==> src/rtl/tmr_pkg.sv <==
package tmr_pkg;
  parameter int CNT_W  = 8;
  parameter int PRE_W  = 5;
  parameter int SYNC_N = 2;
  parameter int ADDR_W = 2;

  localparam logic [ADDR_W-1:0] ADDR_LOW  = 2'd0;
  localparam logic [ADDR_W-1:0] ADDR_HIGH = 2'd1;
  localparam logic [ADDR_W-1:0] ADDR_CFG  = 2'd2;
  localparam logic [ADDR_W-1:0] ADDR_CTL  = 2'd3;

  typedef enum logic [1:0] {
    MODE_PRE    = 2'd0,
    MODE_WIDE   = 2'd1,
    MODE_RELOAD = 2'd2,
    MODE_SPLIT  = 2'd3
  } mode_e;

  typedef struct packed {
    logic             wrLow;
    logic             wrHigh;
    logic [CNT_W-1:0] data;
    mode_e            mode;
    logic             stepMain;
    logic             stepHigh;
  } strobe_t;
endpackage

==> src/rtl/tmr_ctrl.sv <==
module tmr_ctrl
  import tmr_pkg::*;
(
  input  logic              clk,
  input  logic              rst,
  input  logic              tick,
  input  logic              cntPin,
  input  logic              gatePin,
  input  logic              run2,
  input  logic              wrEn,
  input  logic [ADDR_W-1:0] wrAddr,
  input  logic [CNT_W-1:0]  wrData,
  input  logic              wrapMain,
  input  logic              wrapHigh,
  output strobe_t           strobe,
  output logic              flagOut,
  output logic              flag2Out,
  output logic              ovfPulse
);
  logic [SYNC_N-1:0] cntSync, gateSync;
  logic cntLast, pendEdge;
  logic runQ, gateQ, srcQ;
  mode_e modeQ;
  logic cfgWr, ctlWr, rise, enable, gateOk;

  assign cfgWr  = wrEn && (wrAddr == ADDR_CFG);
  assign ctlWr  = wrEn && (wrAddr == ADDR_CTL);
  assign rise   = cntSync[SYNC_N-1] && !cntLast;
  assign gateOk = !gateQ || gateSync[SYNC_N-1];
  assign enable = runQ && gateOk;

  always_comb begin
    strobe.wrLow    = wrEn && (wrAddr == ADDR_LOW);
    strobe.wrHigh   = wrEn && (wrAddr == ADDR_HIGH);
    strobe.data     = wrData;
    strobe.mode     = modeQ;
    strobe.stepMain = enable && (srcQ ? (rise || pendEdge) : tick);
    strobe.stepHigh = (modeQ == MODE_SPLIT) && run2 && tick;
  end

  always_ff @(posedge clk) begin
    if (rst) begin
      cntSync  <= '0;
      gateSync <= '0;
      cntLast  <= 1'b0;
      pendEdge <= 1'b0;
      runQ     <= 1'b0;
      gateQ    <= 1'b0;
      srcQ     <= 1'b0;
      modeQ    <= MODE_PRE;
      flagOut  <= 1'b0;
      flag2Out <= 1'b0;
      ovfPulse <= 1'b0;
    end else begin
      cntSync  <= {cntSync[SYNC_N-2:0], cntPin};
      gateSync <= {gateSync[SYNC_N-2:0], gatePin};
      cntLast  <= cntSync[SYNC_N-1];
      if (cfgWr) begin
        modeQ <= mode_e'(wrData[1:0]);
        srcQ  <= wrData[2];
        gateQ <= wrData[3];
      end
      if (ctlWr) runQ <= wrData[0];
      if (cfgWr || ctlWr) pendEdge <= 1'b0;
      else pendEdge <= (pendEdge || rise) && !(enable && srcQ);
      if (wrapMain)   flagOut <= 1'b1;
      else if (ctlWr) flagOut <= wrData[1];
      if (wrapHigh)   flag2Out <= 1'b1;
      else if (ctlWr) flag2Out <= wrData[2];
      ovfPulse <= wrapMain;
    end
  end

  p_flag_after_wrap_r10: assert property (@(posedge clk) disable iff (rst)
    wrapMain |=> flagOut);
  p_pulse_with_flag_r10: assert property (@(posedge clk) disable iff (rst)
    ovfPulse |-> flagOut);
  p_flag2_after_wrap_r5: assert property (@(posedge clk) disable iff (rst)
    wrapHigh |=> flag2Out);
  p_no_step_stopped_r6: assert property (@(posedge clk) disable iff (rst)
    !runQ |-> !strobe.stepMain);
  p_high_split_only_r5: assert property (@(posedge clk) disable iff (rst)
    strobe.stepHigh |-> (strobe.mode == MODE_SPLIT));
endmodule

==> src/rtl/tmr_datapath.sv <==
module tmr_datapath
  import tmr_pkg::*;
(
  input  logic             clk,
  input  logic             rst,
  input  strobe_t          strobe,
  output logic [CNT_W-1:0] lowQ,
  output logic [CNT_W-1:0] highQ,
  output logic             wrapMain,
  output logic             wrapHigh
);
  logic [CNT_W-1:0] lowNext, highNext;
  logic lowFull, highFull, preFull;

  assign lowFull  = &lowQ;
  assign highFull = &highQ;
  assign preFull  = &lowQ[PRE_W-1:0];

  always_comb begin
    lowNext  = lowQ;
    highNext = highQ;
    wrapMain = 1'b0;
    wrapHigh = 1'b0;
    if (strobe.stepMain) begin
      case (strobe.mode)
        MODE_PRE: begin
          if (preFull) begin
            lowNext  = '0;
            highNext = highQ + 1'b1;
            wrapMain = highFull;
          end else begin
            lowNext = lowQ + 1'b1;
          end
        end
        MODE_WIDE: begin
          lowNext = lowQ + 1'b1;
          if (lowFull) begin
            highNext = highQ + 1'b1;
            wrapMain = highFull;
          end
        end
        MODE_RELOAD: begin
          if (lowFull) begin
            lowNext  = highQ;
            wrapMain = 1'b1;
          end else begin
            lowNext = lowQ + 1'b1;
          end
        end
        default: begin
          lowNext  = lowQ + 1'b1;
          wrapMain = lowFull;
        end
      endcase
    end
    if (strobe.stepHigh) begin
      highNext = highQ + 1'b1;
      wrapHigh = highFull;
    end
    if (strobe.wrLow)  lowNext  = strobe.data;
    if (strobe.wrHigh) highNext = strobe.data;
  end

  always_ff @(posedge clk) begin
    if (rst) begin
      lowQ  <= '0;
      highQ <= '0;
    end else begin
      lowQ  <= lowNext;
      highQ <= highNext;
    end
  end

  p_hold_idle_r6: assert property (@(posedge clk) disable iff (rst)
    (!strobe.stepMain && !strobe.stepHigh && !strobe.wrLow && !strobe.wrHigh)
    |=> ($stable(lowQ) && $stable(highQ)));
  p_reload_r4: assert property (@(posedge clk) disable iff (rst)
    (strobe.stepMain && strobe.mode == MODE_RELOAD && lowFull && !strobe.wrLow)
    |=> (lowQ == $past(highQ)));
  p_low_write_r11: assert property (@(posedge clk) disable iff (rst)
    strobe.wrLow |=> (lowQ == $past(strobe.data)));
endmodule

==> src/rtl/tmr_unit.sv <==
module tmr_unit
  import tmr_pkg::*;
(
  input  logic              clk,
  input  logic              rst,
  input  logic              tick,
  input  logic              cntPin,
  input  logic              gatePin,
  input  logic              run2,
  input  logic              wrEn,
  input  logic [ADDR_W-1:0] wrAddr,
  input  logic [CNT_W-1:0]  wrData,
  output logic [CNT_W-1:0]  lowOut,
  output logic [CNT_W-1:0]  highOut,
  output logic              flagOut,
  output logic              flag2Out,
  output logic              ovfPulse
);
  strobe_t strobe;
  logic wrapMain, wrapHigh;

  tmr_ctrl i_ctrl (
    .clk(clk), .rst(rst), .tick(tick), .cntPin(cntPin), .gatePin(gatePin),
    .run2(run2), .wrEn(wrEn), .wrAddr(wrAddr), .wrData(wrData),
    .wrapMain(wrapMain), .wrapHigh(wrapHigh), .strobe(strobe),
    .flagOut(flagOut), .flag2Out(flag2Out), .ovfPulse(ovfPulse)
  );

  tmr_datapath i_dp (
    .clk(clk), .rst(rst), .strobe(strobe), .lowQ(lowOut), .highQ(highOut),
    .wrapMain(wrapMain), .wrapHigh(wrapHigh)
  );
endmodule

==> config.mk <==
export PLATFORM = sky130hd
export DESIGN_NAME = tmr_unit
export DESIGN_NICKNAME = d
export VERILOG_FILES = /design/src/rtl/tmr_pkg.sv /design/src/rtl/tmr_ctrl.sv /design/src/rtl/tmr_datapath.sv /design/src/rtl/tmr_unit.sv
export SDC_FILE = /design/constraint.sdc
export NUM_CORES = 1
export LEC_CHECK = 0
export BUFFER_PORTS_ARGS = -buffer_cell sky130_fd_sc_hd__buf_4
export CORE_MARGIN = 4
export CORE_UTILIZATION = 44
export CTS_CLUSTER_DIAMETER = 40
export DETAILED_ROUTE_END_ITERATION = 7
export PLACE_DENSITY = 0.7
export REMOVE_ABC_BUFFERS = 1
export SYNTH_ARGS = -nofsm -noshare
export SYNTH_HDL_FRONTEND = slang
export SYNTH_SLANG_ARGS = --single-unit
==> constraint.sdc <==
create_clock -name clk -period 2.8 [get_ports clk]
set_clock_uncertainty 0.15 [all_clocks]
set_input_delay 0.56 -clock clk [delete_from_list [all_inputs] [get_ports clk]]
set_output_delay 0.56 -clock clk [all_outputs]
set_load 0.02 [all_outputs]
# ---- Yosys cells after proc, flatten, opt, wreduce, memory -nomap -nowiden
# Index checks and enable logic that the tools add are counted.
dict set report classes {
  n_addsub 2
  eq_ne 8
  mux 22
  n_reduce_logical 29
}
# operator count
set op_table {}
lappend op_table {{two-way mux 8 bit} 9}
lappend op_table {{one-hot mux 8 bit (2 select lines)} 2}
lappend op_table {{adder 8 x 1 -> 8 bit (second input constant)} 2}
lappend op_table {{AND reduction 8 bit} 2}
lappend op_table {{logical AND 1 bit} 11}
lappend op_table {{two-way mux 1 bit} 10}
lappend op_table {{equality test 2 bit (second input constant)} 4}
lappend op_table {{!= test 4 x 3 -> 1 bit (second input constant)} 2}
lappend op_table {{nonzero test 2 bit} 3}
lappend op_table {{AND reduction 5 bit} 1}
lappend op_table {{equality test 2 x 1 -> 1 bit (second input constant)} 2}
lappend op_table {{zero test 2 bit} 2}
lappend op_table {{AND reduction 4 bit} 1}
lappend op_table {{nonzero test 4 bit} 1}
lappend op_table {{zero test 1 bit} 3}
lappend op_table {{logical OR 1 bit} 3}
lappend op_table {{one-hot mux 1 bit (3 select lines)} 1}
lappend op_table {{nonzero test 3 bit} 1}
lappend op_table {{OR reduction 2 bit} 1}
dict set report totals {
  reg_bits 30
  in_bits 17
  out_inout_bits 19
  elab_cells 74
}

# ---- Logic depth before layout (Yosys ltp)
# Gate-level depths: netlist of run 1.
dict set report logic_depth {
  ltp_word 8
  ltp_mapped 8
  depth_no_buf 8
}

# ---- Cells and area by module
# Synthesis of run 1 repeated with hierarchy kept, for this count alone.
dict set report unflattened {
  hier_cells 213
  area_unflattened_um2 1809.2
}
# module n_inst cells_per_inst area_per_inst_um2 seq_area_each_um2
set by_module_without_submodules {}
lappend by_module_without_submodules {tmr_datapath 1 153 1229.9 320.3}
lappend by_module_without_submodules {tmr_ctrl 1 60 579.3 280.3}

# ---- Least setup slack after synthesis of run 1
# Ideal clock, no wire load.
dict set report synth_timing {
  path_type {register to register}
  startpoint {register i_dp.lowQ[0]}
  endpoint {register i_dp.highQ[7]}
  setup_ns 0.120
  arrival_time_ns 1.991
  required_ns 2.530
  slack_ns 0.540
  stages_incl_launch_ff 8
  path_buffers 1
  synth_period_minus_slack_ns 2.260
  path_cell_list {dfxtp_1 > ha_1 > nand4_4 > a211o_1 > o31ai_4 > buf_6 > a41oi_1 > o31a_1}
}
dict set report synth_between {
  elab_chain_cells 3
  elab_cells_between_ends 5
  cone_classes {eq/ne: 2; reduce/logical: 3}
}
# item line
set synth_lines {}
lappend synth_lines {{start, declared} tmr_datapath.sv:7} ;# output logic [CNT_W-1:0] lowQ,
lappend synth_lines {{start signal, assigned} tmr_datapath.sv:69} ;# lowQ <= lowNext;
lappend synth_lines {{AND reduction 8 bit or AND reduction 5 bit (tied branches)} {tmr_datapath.sv:15, tmr_datapath.sv:17}}
lappend synth_lines {{!= test 4 x 3 -> 1 bit (no line)} --}
lappend synth_lines {{AND reduction 4 bit (no line) (*)} --}
lappend synth_lines {{end signal, assigned} tmr_datapath.sv:70} ;# highQ <= highNext;
lappend synth_lines {{end, declared} tmr_datapath.sv:8} ;# output logic [CNT_W-1:0] highQ,
# Every way passes the cells marked *; elsewhere a longest branch is shown, timed or not.
# A chain may end at the register's enable or synchronous reset.

# ---- Final worst setup path of run 1
# Same ends and word-level chain as after synthesis.

==> results.txt, run 1 <==
- Status: completed
* Final count of pins violating max slew: 0
* Achievable frequency: 403 MHz
* Fill cell instance count of the final layout: 393
- Counting flops with an async set or reset pin after synthesis yields a share of 0.
* FP Rows: 22
- For this run, the leading register cell type out of synthesis is dfxtp_1.
- In this run, post-CTS hold repair placed 0 buffers.
- Data arrival time of the critical path: about 2.5 ns
- The clock tree synthesis step divided the H-tree into 2 levels.
* Total cell area at the placement stage: ~0.002 mm²
* Crit path required time: 2.82 ns
- Across every metal layer, demand over resource in global routing totals 0.182.
- The Yosys step of the flow raised 0 warnings.
- Largest net degree at the start of global routing: 32
- Normalized max-slew margin: 0.587
* Number of clock buffers inserted by TritonCTS: 5
- Count of port buffers added during placement: 35
- Die X: 70.0 µm
- Core ar.: between 0.003 and 0.004 mm²
* Total power draw: between 0.9 and 1 mW
- The critical path is of the register to register type.
- At the pin with the least slew margin, the transition time is 0.618 ns.
* Number of flops mapped to enable cells by yosys: 0
* Number of antenna violations at the first check in global routing: 0
- The tree is rooted in a clkbuf_8.
- Clock tree from TritonCTS: done
- After the first detailed-routing iteration, the DRC count stood at between 90 and 100.
- The netlist uses 53 different library cells.
- Clock latency at the later pin of the worst-skew pair: ~0.28 ns
- Via count: about 1600
- Post-layout nets: 250
- Dividing total power by cell area gives a power density of approximately 460 mW/mm².
- Delay contributed by the slowest stage of the critical path: slightly above 0.5 ns
* Aggregate routed wire length: approximately 4300 µm
- Setup total negative slack on the finished layout was measured at 0 ns.
- Post-CTS timing repair inserted 0 buffers for setup.
- Overall die area: approximately 0.005 mm²
* Portion of the clock cycle consumed by the worst path in the final layout: 0.885
* Fin Hold WS: ~0.3 ns
* Die Y: 70.0 µm
- Critical path fanouts, max: 15
- Sort of element at the start of the critical path: register
* Number of global-route vias before repair: roughly 1500
* I/O pin count: 36
- Dividing the synthesized area by the synthesized cell count gives roughly 8.6 µm².
* Wire length of the first global-routing pass: 7170 µm
* Flip-flop and latch count after synthesis: 30
- Cells resized by post-CTS repair: 0
* Master of the slowest instance on the critical path: o31ai_4
* Peak supply drop: around 260 µV
* Gpl congestion: between 0.8 and 0.9
- Ant. Diodes: 0
* Unrepaired setup endpoints after global routing: no
- Lkg Pwr: roughly 0.84 nW
- CTS saw 30 sinks.
- Final cell utilization of the core: 0.563
- Routed vias/inst: ~5.8
* Post-Syn Area: roughly 0.0017 mm²
- After detailed routing, the average wire length per cell comes to between 15 and 20 µm.
- First-pass detailed-route iteration total: 4
- Area added between synthesis and finish: 22.6%
* Cell area after layout: just over 0.002 mm²
* Worst-case clock buffer depth: 2
- The tightest min-delay check is of the register to register type.
* Final critical delay including setup and external delays: between 2 and 2.5 ns
* Endpoint class of the critical path: register
* Final-report setup violation count: 0
- Synthesis produced a netlist whose cell count is 196.
- Seq/Total Area, Yosys: 0.355
* Grt ovf: 0
- Across the run, the number of max-cap violations was 0.
- The initial utilization of the core area, before any placement, comes to 0.459.
- Clock-pin slew was measured on the worst setup and hold paths at roughly 0.070 ns.
- Of the cells placed in the final design, the portion with a size suffix greater than 1 is 0.238.
- Number of nets still failing antenna checks after routing: 0
- Series of cell instances along the critical path: ha_1 > nand4_4 > a211o_1 > o31ai_4 > a41oi_1 > o31a_1
* Number of remaining DRC errors: 0
- The hold violation count in the final report came to 0.
- HPWL after DPL: 3230 µm
-- path summary, 6_finish.rpt --
check	from	endpoint	slack [ns]	cells after the start
setup / recovery	i_dp.lowQ[0]	i_dp.highQ[7]	0.32	6
hold / removal	i_ctrl.cntSync[0]	i_ctrl.cntSync[1]	0.30	1
setup reg to reg	i_dp.lowQ[0]	i_dp.highQ[7]	0.32	6
hold reg to reg	i_ctrl.cntSync[0]	i_ctrl.cntSync[1]	0.30	1
-- logic make-up after synthesis --
group	Yosys count	synth area share
simple gates	81	0.273
compound gates	52	0.236
flops	30	0.355
buf+inv	18	0.0451
mux	9	0.0532
xor+xnor	3	0.0155
fa+ha+maj	3	0.0222
-- cell usage after synthesis, drive strengths merged (2+ instances only) --
master / instances / area share
o41ai: 2 / 0.010
ha: 3 / 0.022
o21ai: 10 / 0.030
nor3: 3 / 0.012
nor2: 22 / 0.049
mux2i: 9 / 0.053
and4: 4 / 0.021
a41oi: 2 / 0.010
a31o: 2 / 0.010
o31ai: 2 / 0.017
nor2b: 6 / 0.022
and2: 2 / 0.0074
nor4: 2 / 0.011
o22ai: 2 / 0.0074
a211oi: 5 / 0.025
nand3: 4 / 0.012
nor3b: 3 / 0.013
or3b: 2 / 0.010
o211ai: 2 / 0.0089
and3: 2 / 0.0074
a311oi: 2 / 0.014
nand2: 16 / 0.035
a31oi: 4 / 0.015
buf: 3 / 0.011
clkbuf: 6 / 0.014
o31a: 4 / 0.021
inv: 9 / 0.020
a21oi: 5 / 0.015
dfxtp: 30 / 0.35
xnor2: 3 / 0.016
a211o: 2 / 0.010
nand4: 6 / 0.031
nand3b: 2 / 0.0089
nor4b: 4 / 0.021
-- through the flow --
step / instances / setup WS (ns)
3_3_place_gp: 271 / 0.458
5_1_grt: 279 / 0.220
6_report: 279 / 0.322
2_1_floorplan: 187 / 0.474
3_5_place_dp: 271 / 0.358
4_1_cts: 279 / 0.345
-- flip-flops by register name, summed over array words and instances, names as in the netlist, 2 cells and up --
name             cells
i_dp.lowQ            8
i_ctrl.gateSync      2
i_ctrl.cntSync       2
i_dp.highQ           8
i_ctrl.modeQ         2
-- metal layers --
metal	share of wire	GRT usage	wire length (µm)
met1	0.48	0.247	2080
met2	0.44	0.270	1920
met3	0.051	0.0460	221
met4	0.027	0.0851	116
met5	0	0	0
-- critical path: cells and delay by family (launching register included) --
family	cells	cell delay [ns]
flip-flops	1	0.40
adder cells (fa/ha/maj)	1	0.31
AO/OA/AOI/OAI	4	1.33
AND/OR/NAND/NOR	1	0.19
-- area by class of cell --
class | count | area, µm² | share of cell area
Clock buffer | 6 | 82.6 | 0.0398
Clock inverter | 2 | 12.5 | 0.00603
Inverter | 9 | 33.8 | 0.0163
Multi-Input combinational cell | 148 | 1020 | 0.489
Sequential cell | 30 | 601 | 0.289
Tap cell | 48 | 60.1 | 0.0289
Timing Repair Buffer | 36 | 270 | 0.130
-- power breakdown --
| group | switching [mW] | internal [mW] | total (mW) |
|---|---|---|---|
| Combinational | 0.0673 | 0.0589 | 0.126 |
| Sequential | 0.0224 | 0.445 | 0.468 |
| Clock | 0.168 | 0.197 | 0.365 |
| Total | 0.257 | 0.701 | 0.959 |
-- layout by cell type (no fill, tap or decap), drive strengths merged, types with 3 or more instances in the layout --
master  count
dfxtp      30
mux2i       9
clkbuf      6
buf        36
a21oi       5
nor3b       3
nand3       4
nand4       6
a211oi      5
ha          3
nor2b       6
nor3        3
nor2       22
a31oi       4
nand2      16
o31a        4
inv         9
xnor2       3
nor4b       4
o21ai      10
and4        4
No activity file was read; power rests on OpenSTA's default activity.
==> run 2, diff against run 1 <==
--- a/config.mk
+++ b/config.mk
@@ -10,6 +10,7 @@
 export CORE_UTILIZATION = 44
 export CTS_CLUSTER_DIAMETER = 40
 export DETAILED_ROUTE_END_ITERATION = 7
+export GPL_TIMING_DRIVEN = 0
 export PLACE_DENSITY = 0.7
 export REMOVE_ABC_BUFFERS = 1
 export SYNTH_ARGS = -nofsm -noshare
==> constraint.sdc (replaced) <==
create_clock -name clk -period 2.8 [get_ports clk]
set_clock_uncertainty 0.15 [all_clocks]
set_input_delay 0.56 -clock clk [delete_from_list [all_inputs] [get_ports clk]]
set_output_delay 0.56 -clock clk [all_outputs]
set_load 0.01 [all_outputs]
==> results.txt, run 2 (same netlist as run 1, synthesis figures left out) <==
- The final layout contains 249 nets.
* Wire length of the first global-routing pass: a little over 7000 µm
- In this run the standard cell core region covers 0.00369 mm².
- Die Y: approximately 70 µm
* Lkg Pwr: roughly 0.86 nW
- Setup repair after global routing left no endpoint under its margin.
- The worst setup path is captured at a register.
* Post-CTS Hold Buffers: 0
- Area added between synthesis and finish: 25.0%
- Number of remaining DRC errors: 0
* Crit path required time: between 2 and 3 ns
- The design draws ~1.1 mW.
* Series of cell instances along the critical path: ha_1 > nand4_4 > a211o_1 > o31ai_4 > a41oi_1 > o31a_1
- After clock tree synthesis, the clock-pin slew on the worst setup and hold paths is ~0.070 ns.
- Fin cells: between 200 and 300
* Routed vias/inst: 5.75
- Entering global routing, the biggest net connects 32 pins.
- Worst Tran Pin Value: 0.843 ns
* Cells resized by post-CTS repair: 0
- CTS saw 30 sinks.
- The final-report max-slew violation count was 0.
- In the final layout, the share of cells above drive strength 1 is 0.235.
- After clock tree synthesis, the setup repair step added 0 buffers.
- Net load switching power: 0.254 mW
* Final critical delay including setup and external delays: roughly 2.5 ns
* HPWL after DPL: between 3000 and 4000 µm
* Starting utilization of the core area: 0.459
* Cell Count Post-Placement: 270
- The routed design has 4360 µm of wire.
- Sort of element at the start of the critical path: register
- Of the total power, the share spent switching nets is 0.224.
* Biggest registers after layout: i_dp.highQ: 8 flops, i_dp.lowQ: 8 flops
* Hold Crit Class: register to register
- The share of total power dissipated in the clock network is 0.487.
- Delay contributed by the slowest stage of the critical path: around 0.52 ns
- Most used cells in the layout excluding fill and tap cells: buf_4 (35), dfxtp_1 (30), nor2_1 (22)
* Number of clock buffers inserted by TritonCTS: 5
- Critical path fanouts, max: 15
- Port buffering added 35 buffers.
- Worst-case clock buffer depth: 2
- Data arrives at the worst endpoint at roughly 2.5 ns.
* Normalized max-slew margin: 0.437
* Master of the slowest instance on the critical path: o31ai_4
- The initial antenna violation count came to 0.
- First-iteration detailed-routing DRC count: 121
- After routing, the total negative slack on setup checks comes to 0 ns.
- The internal power of the cells totals 0.882 mW.
- Count of H-tree levels built during CTS: 2
- Cell chosen for the clock root: clkbuf_8
- Via count: 1599
- First-pass detailed-route iteration total: 4
* Fin. Hold Viols: 0
* I/O pin count: 36
- The floorplan step defined a die boundary enclosing between 0.004 and 0.005 mm².
- Dividing the final minimum period by the clock period gives 0.891.
- For the worst-skew pair, the clock arrives at the later sink with an insertion delay of between 0.2 and 0.3 ns.
- Clock tree from TritonCTS: done
- On the critical path the largest part of the delay comes from compound AO/OA/AOI/OAI gates.
- Global routing finished with a remaining overflow of 0.
- Number of global-route vias before repair: between 1000 and 1500
* Die X: ~70 µm
* Final-report setup violation count: 0
- Achievable frequency: 401 MHz
* Gpl congestion: about 0.92
- In this run the remaining antenna-violating nets after routing total 0.
- Leading cell type in the layout, fill and taps excluded: buf_4
* WL per Instance: around 16 µm
* Power Dens Cells: 537 mW/mm²
- The critical path is of the register to register type.
- Combined global-route utilization of all metal layers: 0.186
- Share of power burned in combinational logic: 0.102
- Ant. Diodes: 0
- Peak supply drop: 281 µV
- The tool flagged a number of max-cap violations equal to 0.
- Status: completed
- The share of total power dissipated in sequential elements is 0.411.
- After floorplanning, the core was divided into 22 placement rows.
- Worst path bufs/invs: 0
run 2: final cells by class:
cell class,instances,area [µm²]
clock buffer,6,82.6
clock inverter,2,60.1
fill,365,1570
inverter,9,33.8
multi-input combinational,148,1020
sequential,30,601
tap,48,60.1
timing repair buffer,35,263
run 2: worst register-to-register path, cell delays in order (launching register included):
cell	delay [ns]
dfxtp_1	0.41
ha_1	0.30
nand4_4	0.19
a211o_1	0.35
o31ai_4	0.52
a41oi_1	0.21
o31a_1	0.27
run 2: metal layers:
layer  vias up  track usage  wire (µm)
li1        803            -          -
met1       737        0.262       2120
met2        53        0.267       1910
met3         6       0.0504        267
met4         0       0.0745         51
met5         -            0          0
run 2: path summary, 6_finish.rpt:
kind,from,to,slack (ns),depth (start not counted)
hold / removal,i_ctrl.cntSync[0],i_ctrl.cntSync[1],0.29,1
setup reg to reg,i_dp.lowQ[0],i_dp.highQ[5],0.31,6
setup / recovery,i_dp.lowQ[0],i_dp.highQ[5],0.31,6
hold reg to reg,i_ctrl.cntSync[0],i_ctrl.cntSync[1],0.29,1
run 2: power groups by stage:
stage / clock [mW] / combinational, mW / sequential (mW)
2_1_floorplan: 0 / 0.0507 / 0.477
3_3_place_gp: 0 / 0.115 / 0.476
3_5_place_dp: 0 / 0.116 / 0.477
6_report: 0.553 / 0.116 / 0.468
4_1_cts: 0.562 / 0.116 / 0.467
5_1_grt: 0.581 / 0.129 / 0.471
run 2: stage by stage:
| step | area, µm² | hold WS, ns | setup slack, ns | utilization |
|---|---|---|---|---|
| final | 2120 | 0.288 | 0.305 | 0.574 |
| after detailed placement | 1970 | 0.278 | 0.333 | 0.535 |
| after global routing | 2120 | 0.313 | 0.105 | 0.574 |
| after global placement | 1970 | 0.266 | 0.354 | 0.535 |
| after floorplan | 1650 | 0.264 | 0.567 | - |
| after CTS | 2120 | 0.295 | 0.309 | 0.574 |
